### config.mk
export PLATFORM = sky130hd
export DESIGN_NAME = eeprom_txn_seq
export DESIGN_NICKNAME = d
export VERILOG_FILES = /design/src/rtl/eeprom_txn_pkg.sv /design/src/rtl/eeprom_txn_fold.sv /design/src/rtl/eeprom_txn_bytesel.sv /design/src/rtl/eeprom_txn_cmdport.sv /design/src/rtl/eeprom_txn_seq.sv
export SDC_FILE = /design/constraint.sdc
export NUM_CORES = 1
export LEC_CHECK = 0
export BUFFER_PORTS_ARGS = -buffer_cell sky130_fd_sc_hd__buf_4
export CORE_ASPECT_RATIO = 2
export CORE_UTILIZATION = 56
export CTS_BUF_LIST = sky130_fd_sc_hd__clkbuf_2
export DETAILED_ROUTE_END_ITERATION = 7
export GPL_ROUTABILITY_DRIVEN = 0
export PLACE_DENSITY = 0.93
export SYNTH_ARGS = -nofsm -noshare
export SYNTH_HDL_FRONTEND = slang
export SYNTH_HIERARCHICAL = 1
export SYNTH_SLANG_ARGS = --single-unit
### constraint.sdc
create_clock -name clk -period 2.8 [get_ports clk]
set_input_delay 0.14 -clock clk [delete_from_list [all_inputs] [get_ports clk]]
set_output_delay 0.14 -clock clk [all_outputs]
set_load 0.01 [all_outputs]
### src/rtl/eeprom_txn_pkg.sv
package eeprom_txn_pkg;
  typedef enum logic [1:0] {OP_PROBE = 2'd0, OP_WRITE = 2'd1, OP_READ = 2'd2, OP_RSVD = 2'd3} op_e;
  typedef enum logic [1:0] {CMD_START = 2'd0, CMD_STOP = 2'd1, CMD_SEND = 2'd2, CMD_RECV = 2'd3} cmd_e;
  typedef enum logic [1:0] {STAT_OK = 2'd0, STAT_NODEV = 2'd1, STAT_ADDR = 2'd2} stat_e;
  typedef enum logic [3:0] {
    S_IDLE, S_START1, S_DEVW, S_ADDR, S_MID, S_START2, S_DEVR,
    S_RDATA, S_RPUT, S_WGET, S_WDATA, S_STOP
  } state_e;
endpackage

### src/rtl/eeprom_txn_fold.sv
module eeprom_txn_fold #(
  parameter int ADDR_BYTES = 4,
  localparam int AW = $clog2(ADDR_BYTES + 1)
) (
  input  logic [6:0]              dev_in,
  input  logic [8*ADDR_BYTES-1:0] addr,
  input  logic [AW-1:0]           alen,
  input  logic [6:0]              mask,
  output logic [6:0]              dev_out
);
  logic [8*ADDR_BYTES-1:0] upper;

  always_comb begin
    upper = '0;
    for (int i = 0; i < ADDR_BYTES; i++) begin
      if (alen == AW'(i)) upper = addr >> (8 * i);
    end
    dev_out = dev_in | (upper[6:0] & mask);
  end
endmodule

### src/rtl/eeprom_txn_bytesel.sv
module eeprom_txn_bytesel #(
  parameter int ADDR_BYTES = 4,
  localparam int AW = $clog2(ADDR_BYTES + 1)
) (
  input  logic [8*ADDR_BYTES-1:0] addr,
  input  logic [AW-1:0]           idx,
  output logic [7:0]              byte_out
);
  always_comb begin
    byte_out = '0;
    for (int i = 0; i < ADDR_BYTES; i++) begin
      if (idx == AW'(i)) byte_out = addr[8*i +: 8];
    end
  end
endmodule

### src/rtl/eeprom_txn_cmdport.sv
module eeprom_txn_cmdport (
  input  logic       clk,
  input  logic       rst,
  input  logic       issue,
  input  logic [1:0] kind_in,
  input  logic [7:0] byte_in,
  input  logic       nack_in,
  input  logic       eng_done,
  output logic       eng_req,
  output logic [1:0] eng_kind,
  output logic [7:0] eng_byte,
  output logic       eng_send_nack
);
  always_ff @(posedge clk) begin
    if (rst) begin
      eng_req       <= 1'b0;
      eng_kind      <= '0;
      eng_byte      <= '0;
      eng_send_nack <= 1'b0;
    end else if (issue) begin
      eng_req       <= 1'b1;
      eng_kind      <= kind_in;
      eng_byte      <= byte_in;
      eng_send_nack <= nack_in;
    end else if (eng_done) begin
      eng_req <= 1'b0;
    end
  end
endmodule

### src/rtl/eeprom_txn_seq.sv
module eeprom_txn_seq
  import eeprom_txn_pkg::*;
#(
  parameter int ADDR_BYTES = 4,
  parameter int LEN_W      = 8,
  localparam int AW = $clog2(ADDR_BYTES + 1)
) (
  input  logic                    clk,
  input  logic                    rst,
  input  logic                    start,
  input  logic [1:0]              op,
  input  logic [6:0]              dev,
  input  logic [8*ADDR_BYTES-1:0] reg_addr,
  input  logic [AW-1:0]           addr_len,
  input  logic [LEN_W-1:0]        data_len,
  input  logic [6:0]              cfg_fold_mask,
  input  logic                    cfg_rep_start,
  input  logic [7:0]              wr_data,
  input  logic                    wr_valid,
  output logic                    wr_ready,
  output logic [7:0]              rd_data,
  output logic                    rd_valid,
  input  logic                    rd_ready,
  output logic                    busy,
  output logic                    done,
  output logic [1:0]              status,
  output logic [LEN_W-1:0]        fail_cnt,
  output logic                    eng_req,
  output logic [1:0]              eng_kind,
  output logic [7:0]              eng_byte,
  output logic                    eng_send_nack,
  input  logic                    eng_done,
  input  logic                    eng_nack,
  input  logic [7:0]              eng_rdata
);
  state_e              state, state_n;
  op_e                 op_q;
  logic [6:0]          dev_q, dev_fold;
  logic [8*ADDR_BYTES-1:0] addr_q;
  logic [AW-1:0]       alen_q, idx_q, sel_idx;
  logic [LEN_W-1:0]    rem_q, fail_q;
  logic                rep_q;
  stat_e               pend_q, fin_stat;
  logic [7:0]          addr_byte;

  logic       iss, iss_nack;
  cmd_e       iss_kind;
  logic [7:0] iss_byte;
  logic       fin, idx_dec, rem_dec, fail_inc, cap_rd, rd_take, set_nodev, accept;

  eeprom_txn_fold #(.ADDR_BYTES(ADDR_BYTES)) u_fold (
    .dev_in(dev), .addr(reg_addr), .alen(addr_len), .mask(cfg_fold_mask), .dev_out(dev_fold)
  );

  eeprom_txn_bytesel #(.ADDR_BYTES(ADDR_BYTES)) u_bytesel (
    .addr(addr_q), .idx(sel_idx), .byte_out(addr_byte)
  );

  eeprom_txn_cmdport u_cmd (
    .clk(clk), .rst(rst), .issue(iss), .kind_in(iss_kind), .byte_in(iss_byte),
    .nack_in(iss_nack), .eng_done(eng_done), .eng_req(eng_req), .eng_kind(eng_kind),
    .eng_byte(eng_byte), .eng_send_nack(eng_send_nack)
  );

  assign wr_ready = (state == S_WGET);
  assign accept   = (state == S_IDLE) && start;
  assign sel_idx  = (state == S_ADDR) ? idx_q - AW'(2) : idx_q - AW'(1);

  always_comb begin
    state_n   = state;
    iss       = 1'b0;
    iss_kind  = CMD_START;
    iss_byte  = 8'h00;
    iss_nack  = 1'b0;
    fin       = 1'b0;
    fin_stat  = pend_q;
    idx_dec   = 1'b0;
    rem_dec   = 1'b0;
    fail_inc  = 1'b0;
    cap_rd    = 1'b0;
    rd_take   = 1'b0;
    set_nodev = 1'b0;
    unique case (state)
      S_IDLE: if (start) begin
        iss = 1'b1; iss_kind = CMD_START; state_n = S_START1;
      end
      S_START1: if (eng_done) begin
        iss = 1'b1; iss_kind = CMD_SEND;
        if (op_q == OP_READ && alen_q == '0) begin
          iss_byte = {dev_q, 1'b1}; state_n = S_DEVR;
        end else begin
          iss_byte = {dev_q, 1'b0}; state_n = S_DEVW;
        end
      end
      S_DEVW: if (eng_done) begin
        if (eng_nack || op_q == OP_PROBE || op_q == OP_RSVD) begin
          set_nodev = eng_nack;
          iss = 1'b1; iss_kind = CMD_STOP; state_n = S_STOP;
        end else if (alen_q != '0) begin
          iss = 1'b1; iss_kind = CMD_SEND; iss_byte = addr_byte; state_n = S_ADDR;
        end else if (rem_q == '0) begin
          iss = 1'b1; iss_kind = CMD_STOP; state_n = S_STOP;
        end else begin
          state_n = S_WGET;
        end
      end
      S_ADDR: if (eng_done) begin
        idx_dec = 1'b1;
        if (eng_nack) begin
          fin = 1'b1; fin_stat = STAT_ADDR; state_n = S_IDLE;
        end else if (idx_q > AW'(1)) begin
          iss = 1'b1; iss_kind = CMD_SEND; iss_byte = addr_byte;
        end else if (op_q == OP_WRITE) begin
          if (rem_q == '0) begin
            iss = 1'b1; iss_kind = CMD_STOP; state_n = S_STOP;
          end else begin
            state_n = S_WGET;
          end
        end else if (rep_q) begin
          iss = 1'b1; iss_kind = CMD_START; state_n = S_START2;
        end else begin
          iss = 1'b1; iss_kind = CMD_STOP; state_n = S_MID;
        end
      end
      S_MID: if (eng_done) begin
        iss = 1'b1; iss_kind = CMD_START; state_n = S_START2;
      end
      S_START2: if (eng_done) begin
        iss = 1'b1; iss_kind = CMD_SEND; iss_byte = {dev_q, 1'b1}; state_n = S_DEVR;
      end
      S_DEVR: if (eng_done) begin
        iss = 1'b1;
        if (rem_q == '0) begin
          iss_kind = CMD_STOP; state_n = S_STOP;
        end else begin
          iss_kind = CMD_RECV; iss_nack = (rem_q == LEN_W'(1)); state_n = S_RDATA;
        end
      end
      S_RDATA: if (eng_done) begin
        cap_rd = 1'b1; state_n = S_RPUT;
      end
      S_RPUT: if (rd_ready) begin
        rd_take = 1'b1; rem_dec = 1'b1; iss = 1'b1;
        if (rem_q == LEN_W'(1)) begin
          iss_kind = CMD_STOP; state_n = S_STOP;
        end else begin
          iss_kind = CMD_RECV; iss_nack = (rem_q == LEN_W'(2)); state_n = S_RDATA;
        end
      end
      S_WGET: if (wr_valid) begin
        iss = 1'b1; iss_kind = CMD_SEND; iss_byte = wr_data; state_n = S_WDATA;
      end
      S_WDATA: if (eng_done) begin
        rem_dec  = 1'b1;
        fail_inc = eng_nack;
        if (rem_q == LEN_W'(1)) begin
          iss = 1'b1; iss_kind = CMD_STOP; state_n = S_STOP;
        end else begin
          state_n = S_WGET;
        end
      end
      S_STOP: if (eng_done) begin
        fin = 1'b1; state_n = S_IDLE;
      end
      default: state_n = S_IDLE;
    endcase
  end

  always_ff @(posedge clk) begin
    if (rst) begin
      state    <= S_IDLE;
      op_q     <= OP_PROBE;
      dev_q    <= '0;
      addr_q   <= '0;
      alen_q   <= '0;
      idx_q    <= '0;
      rem_q    <= '0;
      fail_q   <= '0;
      rep_q    <= 1'b0;
      pend_q   <= STAT_OK;
      busy     <= 1'b0;
      done     <= 1'b0;
      status   <= STAT_OK;
      fail_cnt <= '0;
      rd_valid <= 1'b0;
      rd_data  <= '0;
    end else begin
      state <= state_n;
      done  <= fin;
      if (accept) begin
        op_q   <= op_e'(op);
        dev_q  <= dev_fold;
        addr_q <= reg_addr;
        alen_q <= addr_len;
        idx_q  <= addr_len;
        rem_q  <= data_len;
        fail_q <= '0;
        rep_q  <= cfg_rep_start;
        pend_q <= STAT_OK;
        busy   <= 1'b1;
      end
      if (set_nodev) pend_q <= STAT_NODEV;
      if (idx_dec)   idx_q  <= idx_q - AW'(1);
      if (rem_dec)   rem_q  <= rem_q - LEN_W'(1);
      if (fail_inc)  fail_q <= fail_q + LEN_W'(1);
      if (cap_rd) begin
        rd_valid <= 1'b1;
        rd_data  <= eng_rdata;
      end
      if (rd_take) rd_valid <= 1'b0;
      if (fin) begin
        busy     <= 1'b0;
        status   <= fin_stat;
        fail_cnt <= fail_q;
      end
    end
  end
endmodule

==> impl_metrics.tcl <==
set metrics [dict create \
    status "completed" \
    post_drt_wl_per_cell_um 22.19 \
    synth_edf_count 0 \
    rsz0062_at_grt "false" \
    final.setup.tns_ps 0 \
    grt_max_degree 75 \
    io_pins 117 \
    ys_types 63 \
    fp.dieH_um 139.5 \
    drv_cap 0 \
    worstSetupPathType "register to register" \
    drcViolationCount 0 \
    hold_depth 2 \
    grt_pass1_vias 6288 \
    cp_slowest_stage_delay_ps 610 \
    grt_use_total_pct 43.27 \
    whs_endpoint "u_cmd/eng_byte[3]" \
    tightest_slew_ps 781.9 \
    critical_path_peak_fanout 12 \
    crit_required_ps 3280 \
    vias 6169 \
    yosysTopAreaCell "dfxtp_1" \
    relSlewSlack_pct 47.87 \
    wl_met3_mm 1.662 \
    power_density_nw_per_um2 774.7 \
    holdWs_ps 89.89 \
    worstSkewPairLatency_ps 580 \
    core_um2 9074 \
    syn_area_um2 5295 \
    yosysSeqAreaShare_pct 38.56 \
    post-route-period-util_pct 96.84 \
    ff2ff_path_depth 8 \
    antenna_left 0 \
    post-cts-setup-buffers 0 \
    via_per_inst 6.570 \
    synthTopCellsByCount "nand2_1 (109), dfxtp_1 (102), nor2_1 (68), a21oi_1 (63), mux2i_1 (55)" \
    hp-start "rst" \
    drive_gt1_share_pct 19.45 \
    dieWidth_um 70.76 \
    cp-start-kind "register" \
    r2r-start "rem_q[2]" \
    holdCritPathClass "primary input to register" \
    synthesis.instances 654 \
    synth_area_leaders "dfxtp_1 (39%), mux2i_1 (10%), nand2_1 (7.7%)" \
    routed.top_layer "met4" \
    tritoncts "built" \
    hold_viol_final 0 \
    htreeDepth 3 \
    ys_ff_latch 102 \
    leakage_nw 2.964 \
    met2_length_mm 10.49 \
    vdd_ir_drop_max_v 0.0005635 \
    final_nets 920 \
    crit_chain "or4_4, or3_4, a31oi_1, o21ai_0, o211ai_1, buf_4, mux2i_1, nor2_1" \
    start_util_pct 58.36 \
    synth.top_cell.area_share_pct 38.56 \
    drt_first_pass_iters 6 \
    avgSynthCellArea_um2 8.096 \
    clkSinkCount 102 \
    synth_most_common_cell "nand2_1" \
    min_period_ps 2712 \
    area_growth_pct 35.47 \
    reg2reg_setup_slack_ps 90 \
    async_flop_share_pct 0 \
    clk_pin_slew_ps 270 \
    cpMaxStageDelayCell "or4_4" \
    clock_skew_ps 40.35 \
    wl_mm 20.83 \
    drtIter0Drc 958 \
    slew_viol_final 0 \
    yosys_warnings 6 \
    crit_arrival_ps 3190 \
    synth.net_count 746 \
    drt-met1-wl_mm 6.480 \
    clock_path_buffers 2 \
    max_freq_mhz 368.8 \
    r2r-end "u_cmd/eng_byte[3]" \
    rows 49 \
    cts_buffers 9 \
    grt_pass1_wl_mm 32.48 \
    setup.worst_path.end_class "register" \
    cts-root-buf "clkbuf_2" \
    grt_overflow_total 0 \
    portBuffers 116 \
    dp_hpwl_mm 11.65 \
    setup_violations 0 \
    power_mw 5.557 \
    antenna_found_initial 4 \
    die_area_um2 9872 \
    synthFlopType "dfxtp_1" \
]
worst max-delay path, delay by kind of cell (launching register included):
kind	cells	cell delay (ps)
simple gates	3	1100
compound gates	3	510
mux	1	320
flops	1	450
buf+inv	1	260
where the power goes:
| group | switching (mW) | internal (mW) | total (mW) |
|---|---|---|---|
| sequential | 0.244 | 1.69 | 1.93 |
| combinational | 1.57 | 1.07 | 2.64 |
| clock | 0.504 | 0.478 | 0.982 |
| total | 2.32 | 3.24 | 5.56 |
layer usage:
metal	vias up	global-route usage, %
li1	2656	-
met1	2792	44.53
met2	520	73.03
met3	201	9.051
met4	0	36.84
met5	-	0
through the flow:
step	util (%)	cell area, um^2	setup slack [ps]	instances
global route	79.05	7173	13.04	939
floorplan	-	5295	274.9	654
finish	79.05	7173	88.44	939
detailed placement	68.22	6190	176.8	841
CTS	78.83	7153	149.5	935
global placement	68.22	6190	312.5	841
sequential cells by signal, indices dropped and copies added (netlist names):
register,flops
addr_q,32
alen_q,3
busy,1
dev_q,7
done,1
fail_cnt,8
fail_q,8
idx_q,3
op_q,2
pend_q,1
rd_data,8
rd_valid,1
rem_q,8
rep_q,1
state,4
status,2
u_cmd/eng_byte,8
u_cmd/eng_kind,2
u_cmd/eng_req,1
u_cmd/eng_send_nack,1
final cells by class:
class | instances | area, um^2
Fill cell | 531 | 1901
Tap cell | 102 | 127.6
Inverter | 9 | 33.78
Antenna cell | 4 | 10.01
Sequential cell | 102 | 2042
Clock inverter | 6 | 132.6
Timing Repair Buffer | 212 | 1787
Multi-Input combinational cell | 494 | 2990
Clock buffer | 10 | 50.05
cell families (layout without fill, tap and decap cells):
logic type | Yosys count | after routing | synth area share [%]
AND/OR/NAND/NOR | 265 | 265 | 23.23
AO/OA/AOI/OAI | 158 | 158 | 19.09
flip-flops | 102 | 102 | 38.56
buffers and inverters | 58 | 237 | 5.340
multiplexers | 57 | 57 | 10.82
adder cells (fa/ha/maj) | 9 | 9 | 2.127
XOR/XNOR | 5 | 5 | 0.8272
other | 0 | 4 | 0
how the worst max path moves through the flow:
stage | start | endpoint | slack, ps | cells past startpoint
floorplan | state[1] | u_cmd/eng_byte[0] | 270 | 11
global placement | rem_q[2] | u_cmd/eng_kind[1] | 310 | 8
detailed placement | rem_q[2] | u_cmd/eng_byte[5] | 180 | 8
CTS | rem_q[2] | u_cmd/eng_byte[5] | 150 | 8
global route | rem_q[2] | u_cmd/eng_byte[2] | 10 | 8
finish | rem_q[2] | u_cmd/eng_byte[3] | 90 | 8
layout by cell type (no fill, tap or decap), types with 3 or more instances in the layout:
master and n:
or2_0 7, dfxtp_1 102, bufinv_16 4, nor4b_1 3
a211oi_1 4, o22ai_1 12, nor3_1 11, a221oi_1 6
buf_4 134, o211ai_1 4, diode_2 4, nand4_1 3
or2_2 3, o21a_1 3, or3_1 4, clkbuf_2 10
o21ai_1 14, a221o_1 8, nand2b_1 9, a21boi_0 4
nand3b_1 6, a31oi_1 5, inv_1 9, a41o_1 7
and3_1 3, dlygate4sd3_1 78, nand3_1 9, ha_1 9
mux2i_1 54, nor2_1 68, nor2b_1 7, nand2_1 109
and2_1 9, a22oi_1 3, o21ai_0 9, a21oi_1 63
xnor2_1 3
timing repair:
action / CTS / global route
hold endpoints to repair: 75 / 0
endpoints found under the setup margin: 0 / 11
gates resized for setup: 0 / 2
hold buffers: 78 / 0
Note: power is estimated with default switching activity, not from simulation.
